## src/rtl/hmp_pkg.sv

```systemverilog
package hmp_pkg;

  typedef enum logic [2:0] {
    ST_IDLE,
    ST_MEMRD,
    ST_CAPT,
    ST_MEMWR,
    ST_FINRD,
    ST_FINWR
  } ctrlState_t;

  // strobes from control to datapath, one cycle each
  typedef struct packed {
    logic latchWord;  // decode the bus as a latch word
    logic reqRd;      // start a memory read cycle
    logic reqWr;      // start a memory write cycle
    logic dropReq;    // end the memory cycle
    logic capRd;      // capture returned read data
    logic outLow;     // present the held low byte of a program word
    logic holdHi;     // store the upper part of a program word
    logic step;       // word half finished: advance phase or address
    logic busySet;
    logic busyClr;
  } strobe_t;

endpackage

```

## src/rtl/hmp_sync.sv

```systemverilog
module hmp_sync #(
  parameter int WIDTH = 4,
  parameter int STAGES = 2,
  parameter logic [WIDTH-1:0] RST_VAL = '0
) (
  input  logic             clk,
  input  logic             rstN,
  input  logic [WIDTH-1:0] asyncIn,
  output logic [WIDTH-1:0] syncOut
);

  generate
    for (genvar gi = 0; gi < WIDTH; gi++) begin : g_bit
      logic [STAGES-1:0] chain;
      always_ff @(posedge clk or negedge rstN) begin
        if (!rstN) chain <= {STAGES{RST_VAL[gi]}};
        else       chain <= {chain[STAGES-2:0], asyncIn[gi]};
      end
      assign syncOut[gi] = chain[STAGES-1];
    end
  endgenerate

endmodule

```

## src/rtl/hmp_ctrl.sv

```systemverilog
module hmp_ctrl
  import hmp_pkg::*;
(
  input  logic    clk,
  input  logic    rstN,
  input  logic    selS,     // synchronized select, active low
  input  logic    latchS,   // synchronized latch strobe
  input  logic    rdS,      // synchronized read strobe, active low
  input  logic    wrS,      // synchronized write strobe, active low
  input  logic    isPm,
  input  logic    pmPhase,
  input  logic    protHit,
  output strobe_t strobe
);

  ctrlState_t state, nextState;
  logic latchPrev, rdActPrev, wrActPrev;
  logic rdAct, wrAct, latchEv, rdEv, wrEv;

  assign rdAct   = !selS && !rdS;
  assign wrAct   = !selS && !wrS && rdS;
  assign latchEv = latchPrev && !latchS && !selS;
  assign rdEv    = rdAct && !rdActPrev;
  assign wrEv    = wrAct && !wrActPrev;

  always_ff @(posedge clk or negedge rstN) begin
    if (!rstN) begin
      state     <= ST_IDLE;
      latchPrev <= 1'b0;
      rdActPrev <= 1'b0;
      wrActPrev <= 1'b0;
    end else begin
      state     <= nextState;
      latchPrev <= latchS;
      rdActPrev <= rdAct;
      wrActPrev <= wrAct;
    end
  end

  always_comb begin
    strobe    = '0;
    nextState = state;
    case (state)
      ST_IDLE: begin
        if (latchEv) begin
          strobe.latchWord = 1'b1;
        end else if (rdEv) begin
          strobe.busySet = 1'b1;
          if (isPm && pmPhase) begin
            nextState = ST_FINRD;
          end else begin
            strobe.reqRd = 1'b1;
            nextState    = ST_MEMRD;
          end
        end else if (wrEv) begin
          strobe.busySet = 1'b1;
          if (isPm && !pmPhase) begin
            strobe.holdHi = 1'b1;
            nextState     = ST_FINWR;
          end else if (protHit) begin
            nextState = ST_FINWR;
          end else begin
            strobe.reqWr = 1'b1;
            nextState    = ST_MEMWR;
          end
        end
      end
      ST_MEMRD: begin
        strobe.dropReq = 1'b1;
        nextState      = ST_CAPT;
      end
      ST_CAPT: begin
        strobe.capRd   = 1'b1;
        strobe.step    = 1'b1;
        strobe.busyClr = 1'b1;
        nextState      = ST_IDLE;
      end
      ST_MEMWR: begin
        strobe.dropReq = 1'b1;
        strobe.step    = 1'b1;
        strobe.busyClr = 1'b1;
        nextState      = ST_IDLE;
      end
      ST_FINRD: begin
        strobe.outLow  = 1'b1;
        strobe.step    = 1'b1;
        strobe.busyClr = 1'b1;
        nextState      = ST_IDLE;
      end
      ST_FINWR: begin
        strobe.step    = 1'b1;
        strobe.busyClr = 1'b1;
        nextState      = ST_IDLE;
      end
      default: nextState = ST_IDLE;
    endcase
  end

endmodule

```

## src/rtl/hmp_datapath.sv

```systemverilog
module hmp_datapath
  import hmp_pkg::*;
#(
  parameter int ADDR_W = 14,
  parameter int BUS_W = 16,
  parameter int PM_W = 24,
  parameter int OVL_W = 8,
  parameter int CTRL_BASE = 16'h3FE0
) (
  input  logic              clk,
  input  logic              rstN,
  input  strobe_t           strobe,
  input  logic [BUS_W-1:0]  busIn,
  input  logic [PM_W-1:0]   memRdata,
  output logic [BUS_W-1:0]  busOut,
  output logic              ack,
  output logic              memReq,
  output logic              memWe,
  output logic              memIsPm,
  output logic [ADDR_W-1:0] memAddr,
  output logic [PM_W-1:0]   memWdata,
  output logic [OVL_W-1:0]  ovlSel,
  output logic              isPm,
  output logic              pmPhase,
  output logic              protHit
);

  localparam int LOW_W   = PM_W - BUS_W;
  localparam int OVL_BIT = BUS_W - 1;
  localparam int PM_BIT  = BUS_W - 2;
  localparam logic [ADDR_W-1:0] PROT_BASE = ADDR_W'(CTRL_BASE);

  logic [ADDR_W-1:0] addrQ;
  logic              isPmQ, phaseQ, busyQ, reqQ, weQ;
  logic [BUS_W-1:0]  hiHold, outQ;
  logic [LOW_W-1:0]  lowBuf;
  logic [PM_W-1:0]   wdataQ;
  logic [OVL_W-1:0]  ovlQ;
  logic              isOvlWord, resvClear;

  assign isOvlWord = busIn[OVL_BIT];
  assign resvClear = (busIn[PM_BIT:OVL_W] == '0);

  // address, memory select and word phase
  always_ff @(posedge clk or negedge rstN) begin
    if (!rstN) begin
      addrQ  <= '0;
      isPmQ  <= 1'b0;
      phaseQ <= 1'b0;
      ovlQ   <= '0;
    end else if (strobe.latchWord) begin
      if (isOvlWord) begin
        if (resvClear) ovlQ <= busIn[OVL_W-1:0];
      end else begin
        addrQ  <= busIn[ADDR_W-1:0];
        isPmQ  <= busIn[PM_BIT];
        phaseQ <= 1'b0;
      end
    end else if (strobe.step) begin
      if (isPmQ && !phaseQ) begin
        phaseQ <= 1'b1;
      end else begin
        phaseQ <= 1'b0;
        addrQ  <= addrQ + 1'b1;
      end
    end
  end

  // memory cycle
  always_ff @(posedge clk or negedge rstN) begin
    if (!rstN) begin
      reqQ   <= 1'b0;
      weQ    <= 1'b0;
      wdataQ <= '0;
    end else if (strobe.reqRd) begin
      reqQ <= 1'b1;
      weQ  <= 1'b0;
    end else if (strobe.reqWr) begin
      reqQ   <= 1'b1;
      weQ    <= 1'b1;
      wdataQ <= isPmQ ? {hiHold, busIn[LOW_W-1:0]} : {{LOW_W{1'b0}}, busIn};
    end else if (strobe.dropReq) begin
      reqQ <= 1'b0;
      weQ  <= 1'b0;
    end
  end

  // host-side data and busy
  always_ff @(posedge clk or negedge rstN) begin
    if (!rstN) begin
      busyQ  <= 1'b0;
      hiHold <= '0;
      outQ   <= '0;
      lowBuf <= '0;
    end else begin
      if (strobe.busySet)      busyQ <= 1'b1;
      else if (strobe.busyClr) busyQ <= 1'b0;
      if (strobe.holdHi) hiHold <= busIn;
      if (strobe.capRd) begin
        if (isPmQ) begin
          outQ   <= memRdata[PM_W-1:LOW_W];
          lowBuf <= memRdata[LOW_W-1:0];
        end else begin
          outQ <= memRdata[BUS_W-1:0];
        end
      end else if (strobe.outLow) begin
        outQ <= {{(BUS_W-LOW_W){1'b0}}, lowBuf};
      end
    end
  end

  assign busOut   = outQ;
  assign ack      = !busyQ;
  assign memReq   = reqQ;
  assign memWe    = weQ;
  assign memIsPm  = isPmQ;
  assign memAddr  = addrQ;
  assign memWdata = wdataQ;
  assign ovlSel   = ovlQ;
  assign isPm     = isPmQ;
  assign pmPhase  = phaseQ;
  assign protHit  = !isPmQ && (addrQ >= PROT_BASE);

endmodule

```

## src/rtl/host_mem_port.sv

```systemverilog
module host_mem_port
  import hmp_pkg::*;
#(
  parameter int ADDR_W = 14,
  parameter int BUS_W = 16,
  parameter int PM_W = 24,
  parameter int OVL_W = 8,
  parameter int SYNC_STAGES = 2,
  parameter int CTRL_BASE = 16'h3FE0
) (
  input  logic              clk,
  input  logic              rstN,
  input  logic              hostSelN,
  input  logic              hostLatch,
  input  logic              hostRdN,
  input  logic              hostWrN,
  input  logic [BUS_W-1:0]  hostBusIn,
  output logic [BUS_W-1:0]  hostBusOut,
  output logic              hostBusOe,
  output logic              hostAck,
  output logic              memReq,
  output logic              memWe,
  output logic              memIsPm,
  output logic [ADDR_W-1:0] memAddr,
  output logic [PM_W-1:0]   memWdata,
  input  logic [PM_W-1:0]   memRdata,
  output logic [OVL_W-1:0]  ovlSel
);

  localparam int NSYNC = 4;

  logic [NSYNC-1:0] rawStrobes, syncStrobes;
  strobe_t strobe;
  logic isPm, pmPhase, protHit;

  // order: select, latch, read, write
  assign rawStrobes = {hostSelN, hostLatch, hostRdN, hostWrN};

  hmp_sync #(
    .WIDTH(NSYNC), .STAGES(SYNC_STAGES), .RST_VAL(4'b1011)
  ) u_sync (
    .clk(clk), .rstN(rstN), .asyncIn(rawStrobes), .syncOut(syncStrobes)
  );

  hmp_ctrl u_ctrl (
    .clk(clk), .rstN(rstN),
    .selS(syncStrobes[3]), .latchS(syncStrobes[2]),
    .rdS(syncStrobes[1]), .wrS(syncStrobes[0]),
    .isPm(isPm), .pmPhase(pmPhase), .protHit(protHit),
    .strobe(strobe)
  );

  hmp_datapath #(
    .ADDR_W(ADDR_W), .BUS_W(BUS_W), .PM_W(PM_W), .OVL_W(OVL_W),
    .CTRL_BASE(CTRL_BASE)
  ) u_dp (
    .clk(clk), .rstN(rstN), .strobe(strobe), .busIn(hostBusIn),
    .memRdata(memRdata), .busOut(hostBusOut), .ack(hostAck),
    .memReq(memReq), .memWe(memWe), .memIsPm(memIsPm), .memAddr(memAddr),
    .memWdata(memWdata), .ovlSel(ovlSel), .isPm(isPm), .pmPhase(pmPhase),
    .protHit(protHit)
  );

  assign hostBusOe = !hostSelN && !hostRdN;

endmodule

```

## config.mk

```make
export PLATFORM = sky130hd
export DESIGN_NAME = host_mem_port
export DESIGN_NICKNAME = d
export VERILOG_FILES = /design/src/rtl/hmp_pkg.sv /design/src/rtl/hmp_sync.sv /design/src/rtl/hmp_ctrl.sv /design/src/rtl/hmp_datapath.sv /design/src/rtl/host_mem_port.sv
export SDC_FILE = /design/constraint.sdc
export NUM_CORES = 1
export LEC_CHECK = 0
export ABC_AREA = 1
export CAP_MARGIN = 15
export CORE_MARGIN = 2
export CORE_UTILIZATION = 46
export CTS_BUF_LIST = sky130_fd_sc_hd__clkbuf_16
export CTS_CLUSTER_DIAMETER = 200
export DETAILED_ROUTE_END_ITERATION = 7
export PLACE_DENSITY = 0.77
export REMOVE_ABC_BUFFERS = 1
export SLEW_MARGIN = 20
export SYNTH_ARGS = -nofsm -noshare
export SYNTH_HDL_FRONTEND = slang
export SYNTH_SLANG_ARGS = --single-unit
export TNS_END_PERCENT = 10
```

## constraint.sdc

```tcl
create_clock -name clk -period 1.5 [get_ports clk]
set_input_delay 0.3 -clock clk [delete_from_list [all_inputs] [get_ports clk]]
set_output_delay 0.3 -clock clk [all_outputs]
set_load 0.01 [all_outputs]
```

# Word level (Yosys, flattened, before mapping)
# Cells that the tools add are included.
[op_classes]
n_addsub = 1
n_shift = 0
n_reduce_logical = 37
n_bitwise = 2
n_lt_le_gt_ge = 1
div_mod_pow = 0
eq_ne = 9
n_mux = 46
multipliers = 0
[op_table]
columns = ["cell", "count"]
rows = [
  ["14-bit two-way mux", 4],
  ["16-bit two-way mux", 3],
  ["1-bit two-way mux", 29],
  ["24-bit two-way mux", 1],
  ["3-bit two-way mux", 7],
  ["14-bit by 1-bit adder with 14-bit output, second input constant", 1],
  ["14-bit greater-or-equal comparator, second input constant", 1],
  ["1-bit logical AND", 11],
  ["1-bit logical NOT", 11],
  ["2-bit AND reduction", 5],
  ["7-bit logical NOT", 1],
  ["3-bit by 2-bit equality test with 1-bit output, second input constant", 2],
  ["3-bit equality test, second input constant", 2],
  ["2-bit inequality test, second input constant", 3],
  ["3-bit one-hot mux with 2 select lines", 1],
  ["3-bit AND reduction", 2],
  ["2-bit nonzero test", 3],
  ["4-bit OR reduction", 1],
  ["3-bit by 1-bit equality test with 1-bit output, second input constant", 1],
  ["3-bit logical NOT", 1],
  ["3-bit by 1-bit inequality test with 1-bit output, second input constant", 1],
  ["3-bit nonzero test", 1],
  ["2-bit two-way mux", 1],
  ["1-bit inverter", 2],
  ["2-bit OR reduction", 1],
]
[totals]
mem_bits_rw = 0
n_memories = 0
in_bits = 46
latchBits = 0
wordCells = 115
mem_bits_ro = 0
register_bits = 105

# Depth between registers and ports, before layout
[logic_depth]
ltp_word = 10
ltp_mapped = 9
mapped_depth_nobuf = 9

# Cells and area by module
# From an unflattened synthesis, not the netlist that was laid out.
[unflattened]
cells_unflattened = 570
hier_area_um2 = 4780.8
[by_module_without_submodules]
columns = ["mod", "instances", "cells_each", "area_each_um2"]
rows = [
  ["hmp_datapath", 1, 502, 4161.5],
  ["hmp_ctrl", 1, 55, 377.9],
  ["hmp_sync", 1, 12, 237.7],
  ["host_mem_port", 1, 1, 3.8],
]

# Worst setup path after synthesis
# Ideal clock, no wire load.
[synth_timing]
path_kind = "register -> register"
startpoint = "register u_sync.g_bit[3].chain[1]"
endpoint = "register u_dp.hiHold[10]"
arrival_ps = 1401
t_required_ps = 1384
slack_ps = -18
setup_ps = 116
stages_incl_launch_ff = 8
cell_sequence = "dfstp_2 > nor2_1 > nand2_1 > nor3b_4 > nand2_2 > buf_2 > nand2_1 > nand2_1"
[synth_lines]
columns = ["element", "line_no", "rtl"]
rows = [
  ["start: declaration", "hmp_sync.sv:14", "logic [STAGES-1:0] chain;"],
  ["start signal: assignment", "hmp_sync.sv:16", "if (!rstN) chain <= {STAGES{RST_VAL[gi]}};"],
  ["start signal: assignment", "hmp_sync.sv:17", "else chain <= {chain[STAGES-2:0], asyncIn[gi]};"],
  ["1-bit logical NOT", "hmp_ctrl.sv:20", "assign rdAct = !selS && !rdS;"],
  ["1-bit logical AND", "hmp_ctrl.sv:20", ""],
  ["via u_ctrl.rdAct", "hmp_ctrl.sv:18", "logic rdAct, wrAct, latchEv, rdEv, wrEv;"],
  ["1-bit logical AND", "hmp_ctrl.sv:23", "assign rdEv = rdAct && !rdActPrev;"],
  ["1-bit two-way mux", "hmp_ctrl.sv:47", "end else if (rdEv) begin"],
  ["1-bit two-way mux", "hmp_ctrl.sv:45", "if (latchEv) begin"],
  ["1-bit two-way mux", "hmp_ctrl.sv:43", "case (state)"],
  ["end signal: assignment", "hmp_datapath.sv:98", "if (strobe.holdHi) hiHold <= busIn;"],
  ["end: declaration", "hmp_datapath.sv:35", "logic [BUS_W-1:0] hiHold, outQ;"],
]
# The timed path passes the listed nets, and every way through them passes these cells.
# A chain may end at the register's enable or synchronous reset.

# Worst setup path in the final report
[layout_timing]
startpoint = "register u_ctrl.state[1]"
endpoint = "register u_dp.wdataQ[1], in the netlist u_dp.memWdata[1]"
[layout_between]
elab_chain_len = 4
[layout_lines]
columns = ["element", "line_no", "rtl"]
rows = [
  ["start: declaration", "hmp_ctrl.sv:16", "ctrlState_t state, nextState;"],
  ["start signal: assignment", "hmp_ctrl.sv:33", "state <= nextState;"],
  ["3-bit logical NOT *", "hmp_ctrl.sv:43", ""],
  ["3-bit two-way mux *", "hmp_ctrl.sv:43", ""],
  ["1-bit inverter (no line)", "-", ""],
  ["2-bit AND reduction (no line) *", "-", ""],
  ["end signal: assignment", "hmp_datapath.sv:81", "wdataQ <= isPmQ ? {hiHold, busIn[LOW_W-1:0]} : {{LOW_W{1'b0}}, busIn};"],
  ["end: declaration", "hmp_datapath.sv:37", "logic [PM_W-1:0] wdataQ;"],
]
# Every way passes the cells marked *; elsewhere a longest branch is shown, timed or not.

==> impl_metrics.py <==
metrics = {
    "power": {
        "powerDensity_mw_per_mm2": 1715,
        "leakage_nw": 3.613,
        "total_power_mw": 11.86,
        "ir_drop_uv": 881.5,
    },
    "critical_path": {
        "r2r-end": "u_dp.memWdata[1]",
        "path_class": "reg -> reg",
        "cp.required_ns": 1.78,
        "startpoint": "u_ctrl.state[1]",
        "crit_arrival_ns": 1.82,
        "path_max_fanout": 24,
        "endpoint": "u_dp.memWdata[1]",
        "regToRegSetupSlack_ns": -0.04,
        "start_kind": "register",
        "r2r_cells": 7,
        "crit-reg2reg-launch": "u_ctrl.state[1]",
        "end_kind": "register",
    },
    "clock_tree": {
        "numCtsBuffers": 9,
        "clock_latency_ns": 0.34,
        "cts_tree": "yes",
        "clk_path_buf_depth": 2,
        "clk_pin_slew_worst_paths_ns": 0.07,
        "root_buffer": "clkbuf_16",
        "ctsHtreeMaxLevel": 3,
        "clock-sinks": 105,
    },
    "route": {
        "viasPerCell": 5.160,
        "num_vias": 4856,
        "finalWirelength_um": 13590,
        "route.detailed.drc": 0,
        "drt-initial-drc-count": 361,
        "first_pass_iters": 5,
        "final_antenna_net_count": 0,
        "wire_per_inst_um": 14.45,
    },
    "place": {
        "dpl.hpwl_um": 9479,
        "gp_congestion": 0.8740,
        "portBuffers": 112,
    },
    "global_routing": {
        "grt_pass1_wl_um": 22000,
        "overflow": 0,
        "grt_pass1_vias": 4628,
        "grtUsageTotal_pct": 23.58,
        "antenna_found_initial": 0,
        "grt_max_degree": 48,
    },
    "sta": {
        "rsz0062_at_grt": "true",
        "setup_slack_ns": -0.04372,
        "hold_viol_final": 0,
        "tns_ns": -0.2360,
        "worst_slew_pin_slew_ns": 0.3762,
        "setup_violations": 25,
        "report.final.slew_viol_count": 0,
        "fin_crit_ns": 1.544,
        "slew_headroom_pct": 74.82,
        "clock_skew_ns": 0.009312,
        "period_share_pct": 102.9,
        "fmax_mhz": 647.8,
        "hold_ws_ns": 0.3518,
    },
    "logic_synthesis": {
        "synth_edf_count": 0,
        "synth.cell_area_mm2": 0.005066,
        "synth_cell_types": 33,
        "synth_common_cells": "274 x nand2_1, 99 x dfrtp_1, 61 x inv_1",
        "synthFlopType": "dfrtp_1",
        "synth_cells": 647,
        "synthArstFlopShare_pct": 100.0,
        "synth.most_common_cell": "nand2_1",
        "seq_area_frac_synth_pct": 52.01,
        "netlist.area_leader.share_pct": 48.90,
        "synth_largest_area_cell": "dfrtp_1",
        "ys_ff_latch": 105,
        "ys.warnings.count": 0,
        "synth.area.top_cells": "dfrtp_1 49%, nand2_1 20%, nand3_1 5.3%, o21ai_0 4.6%, inv_1 4.5%",
        "syn_area_per_cell_um2": 7.830,
    },
    "cells_and_area": {
        "multi_input_area_mm2": 0.002108,
        "antenna-diode-count": 0,
        "syn2layout_area_growth_pct": 36.48,
        "fillers": 916,
        "final_util_pct": 64.06,
        "nets": 844,
        "seq_area_mm2": 0.002645,
        "drive_gt1_share_pct": 13.61,
    },
    "worst_hold_path": {
        "hp-start": "u_sync.g_bit[2].chain[0]",
        "hold_depth": 0,
        "hp-class": "reg -> reg",
    },
    "die": {
        "die_area_mm2": 0.01187,
        "die_h_um": 108.9,
        "floorplan.initialDensity_pct": 46.94,
        "die_w_um": 108.9,
        "row_count": 38,
        "coreArea_mm2": 0.01079,
        "io_pins": 113,
    },
    "job": {
        "drv_cap": 0,
    },
    "status": {
        "status": "finished, violations left",
        "violations": "negative setup slack",
    },
}
==> critical path: stages, from the launching register on <==
cell and delay [ns]:
dfrtp_2 0.45, nor3_4 0.30, buf_4 0.18, nand3_2 0.10, nor2_4 0.11, buf_12 0.17
nand2_1 0.08, nand2_1 0.07
==> cells by family after synthesis <==
family / share of synthesized area (%)
simple gates: 31.56
flops: 52.01
buf+inv: 7.285
compound gates: 8.298
xor+xnor: 0.3458
fa+ha+maj: 0.4939
==> layout make-up <==
| class | count | share of cell area (%) |
|---|---|---|
| multi-input cells | 456 | 30.49 |
| clock inverters | 7 | 0.6696 |
| clock buffers | 9 | 3.257 |
| repair buffers | 161 | 21.35 |
| flip-flops and latches | 105 | 38.26 |
| well taps | 140 | 2.533 |
| inverters | 63 | 3.438 |
==> registers in the layout (all words and copies together), names as in the netlist <==
| signal | cells |
|---|---|
| u_dp.memWdata | 24 |
| u_dp.memAddr | 14 |
| u_dp.memWe | 1 |
| u_ctrl.latchPrev | 1 |
| u_dp.memReq | 1 |
| u_ctrl.wrActPrev | 1 |
| u_sync.g_bit.chain | 8 |
| u_ctrl.state | 3 |
| u_dp.busOut | 16 |
| u_dp.hiHold | 16 |
| u_dp.busyQ | 1 |
| u_dp.lowBuf | 8 |
| u_dp.isPm | 1 |
| u_dp.ovlSel | 8 |
| u_dp.pmPhase | 1 |
| u_ctrl.rdActPrev | 1 |
==> worst min-delay path by stage <==
stage | to | slack (ns)
4_1_cts | u_sync.g_bit[2].chain[1] | 0.35
3_3_place_gp | u_dp.busOut[12] | 0.21
6_report | u_sync.g_bit[2].chain[1] | 0.35
5_1_grt | u_sync.g_bit[0].chain[0] | 0.36
2_1_floorplan | u_ctrl.latchPrev | 0.004
3_5_place_dp | u_dp.busOut[1] | 0.21
==> power breakdown <==
part | switching, mW | internal (mW) | total [mW]
Sequential | 0.687 | 3.91 | 4.60
Combinational | 2.91 | 2.18 | 5.10
Clock | 1.04 | 1.13 | 2.16
Total | 4.63 | 7.22 | 11.9
==> layout by cell type (no fill, tap or decap), drive strengths merged <==
| master | Yosys | final |
|---|---|---|
| nand2 | 277 | 278 |
| dfrtp | 99 | 99 |
| dlygate4sd2 | 0 | 66 |
| inv | 62 | 66 |
| o21ai | 58 | 58 |
| nand3 | 57 | 57 |
| buf | 16 | 49 |
| clkdlybuf4s50 | 0 | 44 |
| nor2 | 30 | 30 |
| clkbuf | 8 | 9 |
| a21oi | 8 | 8 |
| o211ai | 8 | 8 |
| nand4 | 7 | 7 |
| dfstp | 6 | 6 |
| clkinv | 1 | 3 |
| nor3 | 3 | 3 |
| nor3b | 2 | 2 |
| xor2 | 2 | 2 |
| ha | 2 | 2 |
| and2 | 1 | 1 |
| clkinvlp | 0 | 1 |
| dlygate4sd3 | 0 | 1 |
| clkdlybuf4s15 | 0 | 1 |
==> metrics by stage <==
stage / std cells / area, um^2 / setup slack, ns
after global routing: 941 / 6914 / -0.1191
after CTS: 934 / 6812 / -0.03740
after floorplan: 623 / 4935 / -1.053
after global placement: 913 / 6565 / -0.2104
after detailed placement: 913 / 6565 / -0.2790
final: 941 / 6914 / -0.04372
==> what timing repair did <==
| item | CTS | global route |
|---|---|---|
| hold endpoints to repair | 20 | 0 |
| cloned | 0 | 2 |
| resized for setup | 76 | 16 |
| buffers inserted | 4 | 5 |
| endpoints found under the setup margin | 104 | 83 |
| hold buffers | 1 | 0 |
| pin swaps | 1 | 7 |
==> routing by layer <==
metal | part of all wire [%] | track usage [%] | wire length (um)
met5 | 0 | 0 | 0
met2 | 48 | 38.42 | 6573
met3 | 7.4 | 3.467 | 1005
met1 | 43 | 32.57 | 5791
met4 | 1.6 | 7.509 | 223
Power figures use the tool's default switching activity.
